===== src/rtl/hwtx_pkg.sv =====
package hwtx_pkg;

  localparam int SYM_W = 10;

  // K28.5, negative-disparity form, bit 0 = a (line order a..j = 0011111010)
  localparam logic [SYM_W-1:0] K_NEG_SYM = 10'b0101111100;

  typedef struct packed {
    logic [SYM_W-1:0] sym;  // bit 0 leaves first
    logic             rd;   // 1 = positive running disparity afterwards
  } enc_out_t;

  typedef enum logic {FR_COMMA, FR_DATA} fr_state_t;

  // 5b/6b code, negative-disparity column, MSB = a, LSB = i
  function automatic logic [5:0] code6(input logic [4:0] x);
    logic [5:0] c;
    case (x)
      5'd0:  c = 6'b100111;
      5'd1:  c = 6'b011101;
      5'd2:  c = 6'b101101;
      5'd3:  c = 6'b110001;
      5'd4:  c = 6'b110101;
      5'd5:  c = 6'b101001;
      5'd6:  c = 6'b011001;
      5'd7:  c = 6'b111000;
      5'd8:  c = 6'b111001;
      5'd9:  c = 6'b100101;
      5'd10: c = 6'b010101;
      5'd11: c = 6'b110100;
      5'd12: c = 6'b001101;
      5'd13: c = 6'b101100;
      5'd14: c = 6'b011100;
      5'd15: c = 6'b010111;
      5'd16: c = 6'b011011;
      5'd17: c = 6'b100011;
      5'd18: c = 6'b010011;
      5'd19: c = 6'b110010;
      5'd20: c = 6'b001011;
      5'd21: c = 6'b101010;
      5'd22: c = 6'b011010;
      5'd23: c = 6'b111010;
      5'd24: c = 6'b110011;
      5'd25: c = 6'b100110;
      5'd26: c = 6'b010110;
      5'd27: c = 6'b110110;
      5'd28: c = 6'b001110;
      5'd29: c = 6'b101110;
      5'd30: c = 6'b011110;
      default: c = 6'b101011;
    endcase
    return c;
  endfunction

  // 3b/4b code, negative-disparity column, MSB = f, LSB = j (primary x.7)
  function automatic logic [3:0] code4(input logic [2:0] y);
    logic [3:0] c;
    case (y)
      3'd0: c = 4'b1011;
      3'd1: c = 4'b1001;
      3'd2: c = 4'b0101;
      3'd3: c = 4'b1100;
      3'd4: c = 4'b1101;
      3'd5: c = 4'b1010;
      3'd6: c = 4'b0110;
      default: c = 4'b1110;
    endcase
    return c;
  endfunction

  // Whether x.7 must take the alternate form to avoid a run of six
  function automatic logic use_alt7(input logic [4:0] x, input logic rd6);
    logic a;
    if (rd6) a = (x == 5'd11) || (x == 5'd13) || (x == 5'd14);
    else     a = (x == 5'd17) || (x == 5'd18) || (x == 5'd20);
    return a;
  endfunction

  // Full symbol coder: data byte or K28.5, given the running disparity
  function automatic enc_out_t encode(input logic [7:0] d, input logic is_k,
                                      input logic rd);
    enc_out_t   r;
    logic [5:0] c6;
    logic [3:0] c4;
    logic       bal6, bal4, rd6;
    logic [9:0] nat;
    if (is_k) begin
      r.sym = rd ? ~K_NEG_SYM : K_NEG_SYM;
      r.rd  = ~rd;
    end else begin
      c6   = code6(d[4:0]);
      bal6 = ($countones(c6) == 3);
      if (rd && (!bal6 || d[4:0] == 5'd7)) c6 = ~c6;
      rd6  = bal6 ? rd : ~rd;
      c4   = code4(d[7:5]);
      if (d[7:5] == 3'd7 && use_alt7(d[4:0], rd6)) c4 = 4'b0111;
      bal4 = ($countones(c4) == 2);
      if (rd6 && (!bal4 || d[7:5] == 3'd3)) c4 = ~c4;
      nat  = {c6, c4};
      for (int k = 0; k < SYM_W; k++) r.sym[k] = nat[SYM_W-1-k];
      r.rd = bal4 ? rd6 : ~rd6;
    end
    return r;
  endfunction

endpackage


===== src/rtl/hwtx_fifo.sv =====
module hwtx_fifo #(
  parameter int WIDTH = 24,
  parameter int DEPTH = 64
) (
  input  logic                       clk,
  input  logic                       rst_n,
  input  logic                       in_valid,
  input  logic [WIDTH-1:0]           in_data,
  output logic                       in_ready,
  input  logic                       pop,
  output logic [WIDTH-1:0]           rd_data,
  output logic                       empty,
  output logic                       full,
  output logic [$clog2(DEPTH+1)-1:0] level,
  output logic                       overflow
);
  localparam int AW = (DEPTH > 1) ? $clog2(DEPTH) : 1;
  localparam int CW = $clog2(DEPTH + 1);
  localparam logic [CW-1:0] CAP    = CW'(DEPTH);
  localparam logic [AW-1:0] LAST_A = AW'(DEPTH - 1);

  logic [WIDTH-1:0] mem [DEPTH];
  logic [AW-1:0]    wptr, rptr;
  logic [CW-1:0]    cnt;
  logic             push;
  logic             drop;

  assign full     = (cnt == CAP);
  assign empty    = (cnt == '0);
  assign in_ready = ~full;
  assign push     = in_valid && !full;
  assign drop     = in_valid && full;
  assign rd_data  = mem[rptr];
  assign level    = cnt;

  always_ff @(posedge clk) begin
    if (push) mem[wptr] <= in_data;
  end

  always_ff @(posedge clk or negedge rst_n) begin
    if (!rst_n) begin
      wptr     <= '0;
      rptr     <= '0;
      cnt      <= '0;
      overflow <= 1'b0;
    end else begin
      if (push) wptr <= (wptr == LAST_A) ? '0 : wptr + 1'b1;
      if (pop)  rptr <= (rptr == LAST_A) ? '0 : rptr + 1'b1;
      case ({push, pop})
        2'b10:   cnt <= cnt + 1'b1;
        2'b01:   cnt <= cnt - 1'b1;
        default: cnt <= cnt;
      endcase
      if (drop) overflow <= 1'b1;
    end
  end

  AST_LEVEL_BOUND: assert property (@(posedge clk) disable iff (!rst_n)
    level <= CAP);
  AST_OVF_STICKY: assert property (@(posedge clk) disable iff (!rst_n)
    overflow |=> overflow);
  AST_DROP_WHEN_FULL: assert property (@(posedge clk) disable iff (!rst_n)
    (in_valid && full && !pop) |=> (level == $past(level) && overflow));
  AST_POP_NONEMPTY: assert property (@(posedge clk) disable iff (!rst_n)
    pop |-> !empty);

endmodule


===== src/rtl/hwtx_framer.sv =====
module hwtx_framer
  import hwtx_pkg::*;
#(
  parameter int WORD_W = 24
) (
  input  logic              clk,
  input  logic              rst_n,
  input  logic              sym_req,
  input  logic              empty,
  input  logic [WORD_W-1:0] rd_data,
  output logic              pop,
  output logic [7:0]        byte_out,
  output logic              is_k
);
  localparam int BYTES = WORD_W / 8;
  localparam int IW    = (BYTES > 1) ? $clog2(BYTES) : 1;
  localparam logic [IW-1:0] FIRST_IDX = IW'(BYTES - 1);

  fr_state_t         state;
  logic [WORD_W-1:0] hold;
  logic [IW-1:0]     idx;
  logic              last_byte;

  assign is_k      = (state == FR_COMMA);
  assign byte_out  = hold[WORD_W-1 -: 8];
  assign pop       = sym_req && (state == FR_COMMA) && !empty;
  assign last_byte = (idx == '0);

  always_ff @(posedge clk or negedge rst_n) begin
    if (!rst_n) begin
      state <= FR_COMMA;
      hold  <= '0;
      idx   <= '0;
    end else if (sym_req) begin
      case (state)
        FR_COMMA: begin
          if (!empty) begin
            hold  <= rd_data;
            idx   <= FIRST_IDX;
            state <= FR_DATA;
          end
        end
        default: begin
          hold <= hold << 8;
          if (last_byte) state <= FR_COMMA;
          else           idx   <= idx - 1'b1;
        end
      endcase
    end
  end

  AST_WORD_START: assert property (@(posedge clk) disable iff (!rst_n)
    pop |=> (state == FR_DATA && idx == FIRST_IDX));
  AST_FRAME_END: assert property (@(posedge clk) disable iff (!rst_n)
    (sym_req && state == FR_DATA && last_byte) |=> (state == FR_COMMA));

endmodule


===== src/rtl/hwtx_encoder.sv =====
module hwtx_encoder
  import hwtx_pkg::*;
(
  input  logic             clk,
  input  logic             rst_n,
  input  logic             sym_req,
  input  logic [7:0]       byte_in,
  input  logic             is_k,
  output logic [SYM_W-1:0] sym
);
  logic     rd_q;   // 0 = negative running disparity
  enc_out_t res;

  assign res = encode(byte_in, is_k, rd_q);
  assign sym = res.sym;

  always_ff @(posedge clk or negedge rst_n) begin
    if (!rst_n)       rd_q <= 1'b0;
    else if (sym_req) rd_q <= res.rd;
  end

  AST_K_FORM: assert property (@(posedge clk) disable iff (!rst_n)
    (sym_req && is_k) |-> (sym == K_NEG_SYM || sym == ~K_NEG_SYM));
  AST_SYM_WEIGHT: assert property (@(posedge clk) disable iff (!rst_n)
    sym_req |-> ($countones(sym) >= 4 && $countones(sym) <= 6));
  AST_RD_BIAS: assert property (@(posedge clk) disable iff (!rst_n)
    (sym_req && !rd_q) |-> ($countones(sym) >= 5));
  AST_RD_FOLLOW: assert property (@(posedge clk) disable iff (!rst_n)
    (sym_req && $countones(sym) != 5) |=> (rd_q != $past(rd_q)));

endmodule


===== src/rtl/hwtx_serializer.sv =====
module hwtx_serializer
  import hwtx_pkg::*;
(
  input  logic             clk,
  input  logic             rst_n,
  input  logic             bit_en,
  input  logic [SYM_W-1:0] sym,
  output logic             sym_req,
  output logic             ser_out
);
  localparam int CNT_W = $clog2(SYM_W);
  localparam logic [CNT_W-1:0] LAST = CNT_W'(SYM_W - 1);

  logic [CNT_W-1:0] cnt;
  logic [SYM_W-1:0] sh;

  assign sym_req = bit_en && (cnt == LAST);
  assign ser_out = sh[0];

  always_ff @(posedge clk or negedge rst_n) begin
    if (!rst_n) begin
      cnt <= LAST;
      sh  <= '0;
    end else if (sym_req) begin
      cnt <= '0;
      sh  <= sym;
    end else if (bit_en) begin
      cnt <= cnt + 1'b1;
      sh  <= sh >> 1;
    end
  end

  AST_CNT_RANGE: assert property (@(posedge clk) disable iff (!rst_n)
    cnt <= LAST);
  AST_HOLD_NO_EN: assert property (@(posedge clk) disable iff (!rst_n)
    !bit_en |=> $stable(ser_out));

endmodule


===== src/rtl/hit_link_tx.sv =====
module hit_link_tx
  import hwtx_pkg::*;
#(
  parameter int WORD_W = 24,
  parameter int DEPTH  = 64
) (
  input  logic                       clk,
  input  logic                       rst_n,
  input  logic                       bit_en,
  input  logic                       in_valid,
  input  logic [WORD_W-1:0]          in_word,
  output logic                       in_ready,
  output logic                       ser_out,
  output logic [$clog2(DEPTH+1)-1:0] fifo_level,
  output logic                       fifo_full,
  output logic                       fifo_empty,
  output logic                       overflow
);
  logic              sym_req;
  logic              pop;
  logic [WORD_W-1:0] head_word;
  logic [7:0]        cur_byte;
  logic              cur_k;
  logic [SYM_W-1:0]  cur_sym;

  hwtx_fifo #(.WIDTH(WORD_W), .DEPTH(DEPTH)) u_fifo (
    .clk      (clk),
    .rst_n    (rst_n),
    .in_valid (in_valid),
    .in_data  (in_word),
    .in_ready (in_ready),
    .pop      (pop),
    .rd_data  (head_word),
    .empty    (fifo_empty),
    .full     (fifo_full),
    .level    (fifo_level),
    .overflow (overflow)
  );

  hwtx_framer #(.WORD_W(WORD_W)) u_framer (
    .clk      (clk),
    .rst_n    (rst_n),
    .sym_req  (sym_req),
    .empty    (fifo_empty),
    .rd_data  (head_word),
    .pop      (pop),
    .byte_out (cur_byte),
    .is_k     (cur_k)
  );

  hwtx_encoder u_enc (
    .clk     (clk),
    .rst_n   (rst_n),
    .sym_req (sym_req),
    .byte_in (cur_byte),
    .is_k    (cur_k),
    .sym     (cur_sym)
  );

  hwtx_serializer u_ser (
    .clk     (clk),
    .rst_n   (rst_n),
    .bit_en  (bit_en),
    .sym     (cur_sym),
    .sym_req (sym_req),
    .ser_out (ser_out)
  );

  AST_READY_FULL: assert property (@(posedge clk) disable iff (!rst_n)
    in_ready != fifo_full);

endmodule


===== config.mk =====
export PLATFORM = sky130hd
export DESIGN_NAME = hit_link_tx
export DESIGN_NICKNAME = d
export VERILOG_FILES = /design/src/rtl/hwtx_pkg.sv /design/src/rtl/hwtx_fifo.sv /design/src/rtl/hwtx_framer.sv /design/src/rtl/hwtx_encoder.sv /design/src/rtl/hwtx_serializer.sv /design/src/rtl/hit_link_tx.sv
export SDC_FILE = /design/constraint.sdc
export NUM_CORES = 2
export LEC_CHECK = 0
export BUFFER_PORTS_ARGS = -buffer_cell sky130_fd_sc_hd__buf_2
export CAP_MARGIN = 20
export CORE_MARGIN = 2
export CORE_UTILIZATION = 43
export CTS_BUF_LIST = sky130_fd_sc_hd__clkbuf_4
export DETAILED_ROUTE_END_ITERATION = 7
export SLEW_MARGIN = 20
export SYNTH_ARGS = -nofsm -noshare
export SYNTH_HDL_FRONTEND = slang
export SYNTH_HIERARCHICAL = 1
export SYNTH_SLANG_ARGS = --single-unit

===== constraint.sdc =====
create_clock -name clk -period 11.05 [get_ports clk]
set_input_delay 0.5525 -clock clk [delete_from_list [all_inputs] [get_ports clk]]
set_output_delay 0.5525 -clock clk [all_outputs]
set_load 0.02 [all_outputs]

### Yosys cells after proc, flatten, opt, wreduce, memory -nomap -nowiden

Memories as Yosys holds them, arrays and structs flattened.
Index checks and enable logic that the tools add are counted.

* equality and inequality tests: 24
* muxes and demuxes: 29
* reduce and logical (&&, ||, !) cells: 25
* add/sub/neg operators: 14
* bitwise operators: 6

Operators with widths (number)
* $add A32 B32 Y32: 3
* $eq A32 B3 Y1 const B: 2
* $mux W24: 2
* $mux W10: 3
* $pmux W4 S7: 1
* $mux W6: 4
* $mux W4: 5
* $eq A5 B4 Y1 const B: 3
* $eq A5 B5 Y1 const B: 3
* $pmux W7 S2: 1
* $add A6 B1 Y6 const B: 2
* $eq A3 B3 Y1 const B: 4
* $eq A6 B6 Y1 const B: 2
* $mux W11: 1
* $add A1 B1 Y2: 5
* $mux W1: 9
* $logic_and A1 B1 Y1: 8
* $add A7 B1 Y7 const B: 1
* $eq A7 B7 Y1 const B: 1
* $logic_not A7 Y1: 1
* $sub A7 B1 Y7 const B: 1
* $eq A3 B2 Y1 const B: 2
* $logic_or A1 B1 Y1: 6
* $mux W2: 3
* other kinds (17): 25

* memories: 2
* bits in read-only memories: 192
* input bits: 28
* register bits after elaboration: 62
* RAM bits: 1536
* word-level logic and storage cells: 110
* output and inout bits: 12

Memories
* u_fifo.mem: words 64, width 24, read ports 1, clocked after memory_dff 0, wr ports 1, RTL line hwtx_fifo.sv:22 `logic [WIDTH-1:0] mem [DEPTH];`
* (name not given): words 32, width 6, read ports 1, clocked after memory_dff 0, wr ports 0, RTL line hwtx_pkg.sv:18 `case (x)`

### Logic depth before layout (Yosys ltp)

An unclocked memory read counts as a cell.

* depth in word-level cells: 21
* depth in mapped cells: 30
* depth with buffers taken out: 27

### Hierarchy

Netlist, hierarchy kept.

By module, submodules not included
* hwtx_fifo: area an instance 60362.9 um^2, seq. area each 46624.7 um^2, cells each 2923, times used 1
* hwtx_framer: area an instance 1398.8 um^2, seq. area each 675.6 um^2, cells each 139, times used 1
* hwtx_encoder: area an instance 1063.5 um^2, seq. area each 25.0 um^2, cells each 135, times used 1
* hwtx_serializer: area an instance 735.7 um^2, seq. area each 352.8 um^2, cells each 75, times used 1

### Worst setup path after synthesis

No wires, ideal clock.

* path type: flip-flop to flip-flop
* start point: register u_framer.hold[16]
* end point: register u_ser.sh[6]
* period minus slack after synthesis: 6.769 ns
* stages on the path, launching flop included: 29
* arrival time: 6.688 ns
* setup slack: 4.281 ns
* data required time: 10.969 ns
* buffers on the path: 3
* library setup time: 0.081 ns
* cell sequence: dfrtp_1 > buf_4 > inv_1 > ha_1 > mux2_2 > mux4_2 > fa_1 > inv_1 > fa_1 > inv_1 > ha_1 > inv_1 > fa_1 > nand3b_1 > xor2_2 > mux2i_1 > o21ai_0 > fa_1 > ha_1 > ha_1 > nor3b_1 > o21ai_1 > and2_1 > buf_2 > o311a_1 > o311ai_0 > buf_4 > nand2_2 > a31oi_2

RTL lines
* from (decl): RTL line hwtx_framer.sv:20 `logic [WORD_W-1:0] hold;`
* from (signal assigned): RTL line hwtx_framer.sv:38 `hold <= rd_data;`
* from (signal assigned): RTL line hwtx_framer.sv:44 `hold <= hold << 8;`
* to (signal assigned): RTL line hwtx_serializer.sv:26 `sh <= sym;`
* to (signal assigned): RTL line hwtx_serializer.sv:29 `sh <= sh >> 1;`
* to (decl): RTL line hwtx_serializer.sv:15 `logic [SYM_W-1:0] sh;`

### Final worst setup path

* start point: register u_framer.hold[19]
* end point: register u_ser.sh[6]

* longest elaborated chain between the ends: 21
* elaborated cells between the ends (all ways): 35
* those cells by class: add/sub: 8; eq/ne: 8; mux: 9; bitwise: 1; reduce/logical: 8; memory: 1

Ends and longest elaborated chain
* $mem_v2 Z32 W6
* $mux W6: RTL line hwtx_pkg.sv:87 `if (is_k) begin`
* $add A1 B1 Y2 (implied by the code): RTL line hwtx_pkg.sv:92 `bal6 = ($countones(c6) == 3);`
* $add A32 B32 Y32 (implied by the code) (2 in series): RTL line hwtx_pkg.sv:92
* $eq A32 B3 Y1: RTL line hwtx_pkg.sv:92
* $mux W1: RTL line hwtx_pkg.sv:94 `rd6 = bal6 ? rd : ~rd;`
* $mux W1: RTL line hwtx_pkg.sv:74 `if (rd6) a = (x == 5'd11) || (x == 5'd13) || (x == 5'd14);`
* $mux W1: RTL line hwtx_pkg.sv:87
* [5 not listed]
* $eq A32 B3 Y1: RTL line hwtx_pkg.sv:97 `bal4 = ($countones(c4) == 2);`
* $logic_not A1 Y1: RTL line hwtx_pkg.sv:98 `if (rd6 && (!bal4 || d[7:5] == 3'd3)) c4 = ~c4;`
* $logic_or A1 B1 Y1: RTL line hwtx_pkg.sv:98
* $logic_and A1 B1 Y1: RTL line hwtx_pkg.sv:98
* $mux W4 *: RTL line hwtx_pkg.sv:98
* $mux W11 *: RTL line hwtx_pkg.sv:87
* net cur_sym[6]: RTL line hit_link_tx.sv:24 `logic [SYM_W-1:0] cur_sym;`
* $mux W10 *: RTL line hwtx_serializer.sv:24 `end else if (sym_req) begin`

The timed path passes the listed nets; every way through them passes the cells marked *. The select of a mux whose other input is x is not followed.
A chain may end at the register's enable or synchronous reset.

==> results_dict.tcl <==
set metrics [dict create \
    status "complete, no violations" \
    grt_antenna_before_repair 4 \
    fill_cells 12300 \
    multi_input_area_sq_um 14800 \
    seq_area_sq_um 47700 \
    fin_skew_ps 128 \
    critPathMaxFanout 26 \
    port_buffers 39 \
    switching_power_mw 4.67 \
    cp-endpoint "u_ser/sh[6]" \
    grt_pass1_wl_mm 237 \
    power_frac_comb 0.237 \
    switching_share 0.297 \
    fp-row-count 141 \
    syn-num-nets 3323 \
    postCtsSetupBuffers 0 \
    clockRootBuffer "clkbuf_4" \
    ys_types 80 \
    synthTopCellsByCount "1,536 x edfxtp_1, 290 x mux4_2, 168 x mux2i_1" \
    post-route-util 0.485 \
    worstMarginPinSlew_ps 1010 \
    worstSetupEndpointType "flop" \
    async_flop_share 0.0388 \
    setup_viol 0 \
    finalHoldWorstSlack_ps 268 \
    hp-class "in -> reg" \
    post-route-period-util 0.659 \
    tritoncts "built" \
    reg2reg_from "u_framer/hold[19]" \
    ys_ff_latch 1598 \
    io_pins 40 \
    gp_congestion 0.830 \
    num_vias 34100 \
    die_width_um 388 \
    synth_most_common_cell "edfxtp_1" \
    post-place-ws_ps 3760 \
    wl_per_cell_um 28.0 \
    grt_usage 0.218 \
    power_frac_clock 0.307 \
    nets 3725 \
    reg2reg_to "u_ser/sh[6]" \
    clock-sinks 1598 \
    slew_headroom 0.324 \
    hpwl_mm 90.3 \
    drv_cap 0 \
    synth-edff-count 1536 \
    start_kind "flop" \
    p_int_mw 11.1 \
    rsz0062_at_grt "no" \
    syn_inst 3272 \
    setup_ws_ps 3760 \
    worstSetupStartpoint "u_framer/hold[19]" \
    peakVddDrop_mv 0.194 \
    numCtsBuffers 419 \
    vias_per_cell 5.80 \
    die_h_um 388 \
    rrSetupSlack_ps 3760 \
    die_area_sq_um 151000 \
    power.leakage_nw 23.0 \
    synth.top_cells.by_area "edfxtp_1 73%, mux4_2 10%, mux2i_1 2.6%" \
    whs_path_depth 2 \
    synth_top_cell_by_area "edfxtp_1" \
    grt_pass1_vias 34100 \
    synthFlopType "edfxtp_1" \
    clk-insertion-delay-late_ps 1290 \
    maxSlewViolCount 0 \
    drt-total-wl_mm 165 \
    finalSetupTns_ps 0 \
    rr_worst_depth 23 \
    path_class "reg -> reg" \
    netlist_area_sq_um 63600 \
    syn_area_per_cell_sq_um 19.4 \
    cts_htree_levels 5 \
    p_seq_frac 0.456 \
    area_growth_pct 12.4 \
    grt_max_degree 85 \
    cts_buffer_depth 4 \
    drc 0 \
    ys_seq_area_frac 0.750 \
    grt_overflow_total 0 \
    yosysTopAreaCellShare 0.726 \
    period_minus_slack_ps 7290 \
    clk_pin_slew_ps 60 \
    arrival_ps 8410 \
    cp_data_required_time_ps 12180 \
    yosysWarnings 6 \
    ant_nets 0 \
    drt_iter0_markers 3526 \
    power_density_nw_per_um2 220 \
    hold_viol_final 0 \
    initial_core_util 0.431 \
    drive_above_1_share 0.311 \
    coreArea_sq_um 147000 \
    max_freq_mhz 137 \
    dr.pass1.iters 5 \
]
-- per-stage QoR --
stage | std cells | total power, mW | instance area [sq um]
after floorplan | 3272 | 10.1 | 63600
after global placement | 5153 | 11.0 | 66200
after detailed placement | 5153 | 11.0 | 66200
after CTS | 5879 | 15.9 | 71500
after global routing | 5884 | 16.5 | 71500
final | 5885 | 15.7 | 71500
-- how the worst min path moves through the flow --
stage	to	start	slack, ps
finish	u_fifo/mem[54][2]	in_word[2]	270
global route	u_fifo/mem[54][2]	in_word[2]	130
CTS	u_fifo/mem[53][11]	in_word[11]	10
detailed placement	u_ser/sh[8]	rst_n	410
global placement	u_ser/sh[8]	rst_n	410
floorplan	u_enc/rd_q	rst_n	260
-- worst max-delay path, stage by stage (launching register included) --
cell	delay, ps
dfrtp_1	850
mux2_2	400
mux4_2	510
fa_1	550
inv_1	60
fa_1	530
inv_1	40
ha_1	180
inv_1	70
fa_1	390
nand3b_1	280
xor2_2	290
mux2i_1	450
o21ai_0	190
fa_1	480
ha_1	220
ha_1	270
nor3b_1	320
o21ai_1	190
and2_1	270
o311a_1	300
o311ai_0	130
nand2_2	80
a31oi_2	170
-- sequential cells by signal, summed over array words and instances (netlist names) --
register	cells
u_framer/state	1
u_ser/cnt	4
u_fifo/level	7
u_framer/hold	24
u_fifo/overflow	1
u_enc/rd_q	1
u_framer/idx	2
u_fifo/mem	1536
u_ser/sh	10
u_fifo/rptr	6
u_fifo/wptr	6
-- logic make-up (layout without fill, tap and decap cells) --
family / count (synthesis) / in the layout / share of synthesized area
compound gates: 466 / 466 / 0.0497
xor+xnor: 29 / 29 / 0.00411
other cells: 0 / 6 / 0
simple gates: 426 / 426 / 0.0353
mux: 493 / 493 / 0.135
flops: 1598 / 1598 / 0.750
fa+ha+maj: 23 / 23 / 0.00500
buf+inv: 237 / 914 / 0.0204
-- layer usage --
metal | global-route usage | share of wire | vias to the layer above
met5 | 0 | 0 | -
met4 | 0.0821 | 0.027 | 0
met3 | 0.0430 | 0.075 | 262
met1 | 0.304 | 0.42 | 17800
met2 | 0.340 | 0.48 | 1544
li1 | - | - | 14600
-- layout make-up --
cell class                      instances  area share
Timing Repair Buffer                  198      0.0210
Clock buffer                          601      0.0631
Inverter                               20     0.00109
Sequential cell                      1598       0.667
Tap cell                             1930      0.0338
Multi-Input combinational cell       1437       0.207
Clock inverter                         95     0.00641
Antenna cell                            6    0.000210
-- cells in the final DEF, fill, tap and decap left out, types with 8 or more instances in the layout --
master,count
dlygate4sd3_1,30
and4_1,16
nand3b_1,40
edfxtp_1,1536
buf_2,38
xnor2_1,16
nor3_1,11
ha_1,19
nand2b_1,14
a21oi_1,76
clkinv_1,74
nor2b_1,8
nand3_1,54
nor2_1,41
clkbuf_4,601
o21ai_0,93
nor2_2,65
buf_4,127
mux2i_1,168
mux2_2,35
clkinv_2,15
inv_1,15
mux4_2,290
xor2_1,12
o22ai_1,40
nand4_1,21
dfrtp_1,57
o31ai_1,9
a221oi_1,64
nand2_1,98
a22oi_1,120
-- timing repair --
item / 4_1_cts / 5_1_grt
hold buffers: 30 / 0
gates resized for setup: 0 / 0
hold endpoints to repair: 1610 / 0
-- power groups by stage --
stage	logic (mW)	clock network [mW]	registers [mW]
final	3.73	4.82	7.18
after global routing	4.03	5.26	7.21
after CTS	3.75	4.97	7.18
after detailed placement	3.74	0	7.30
after global placement	3.73	0	7.30
after floorplan	2.98	0	7.16
Power figures use the tool's default switching activity.
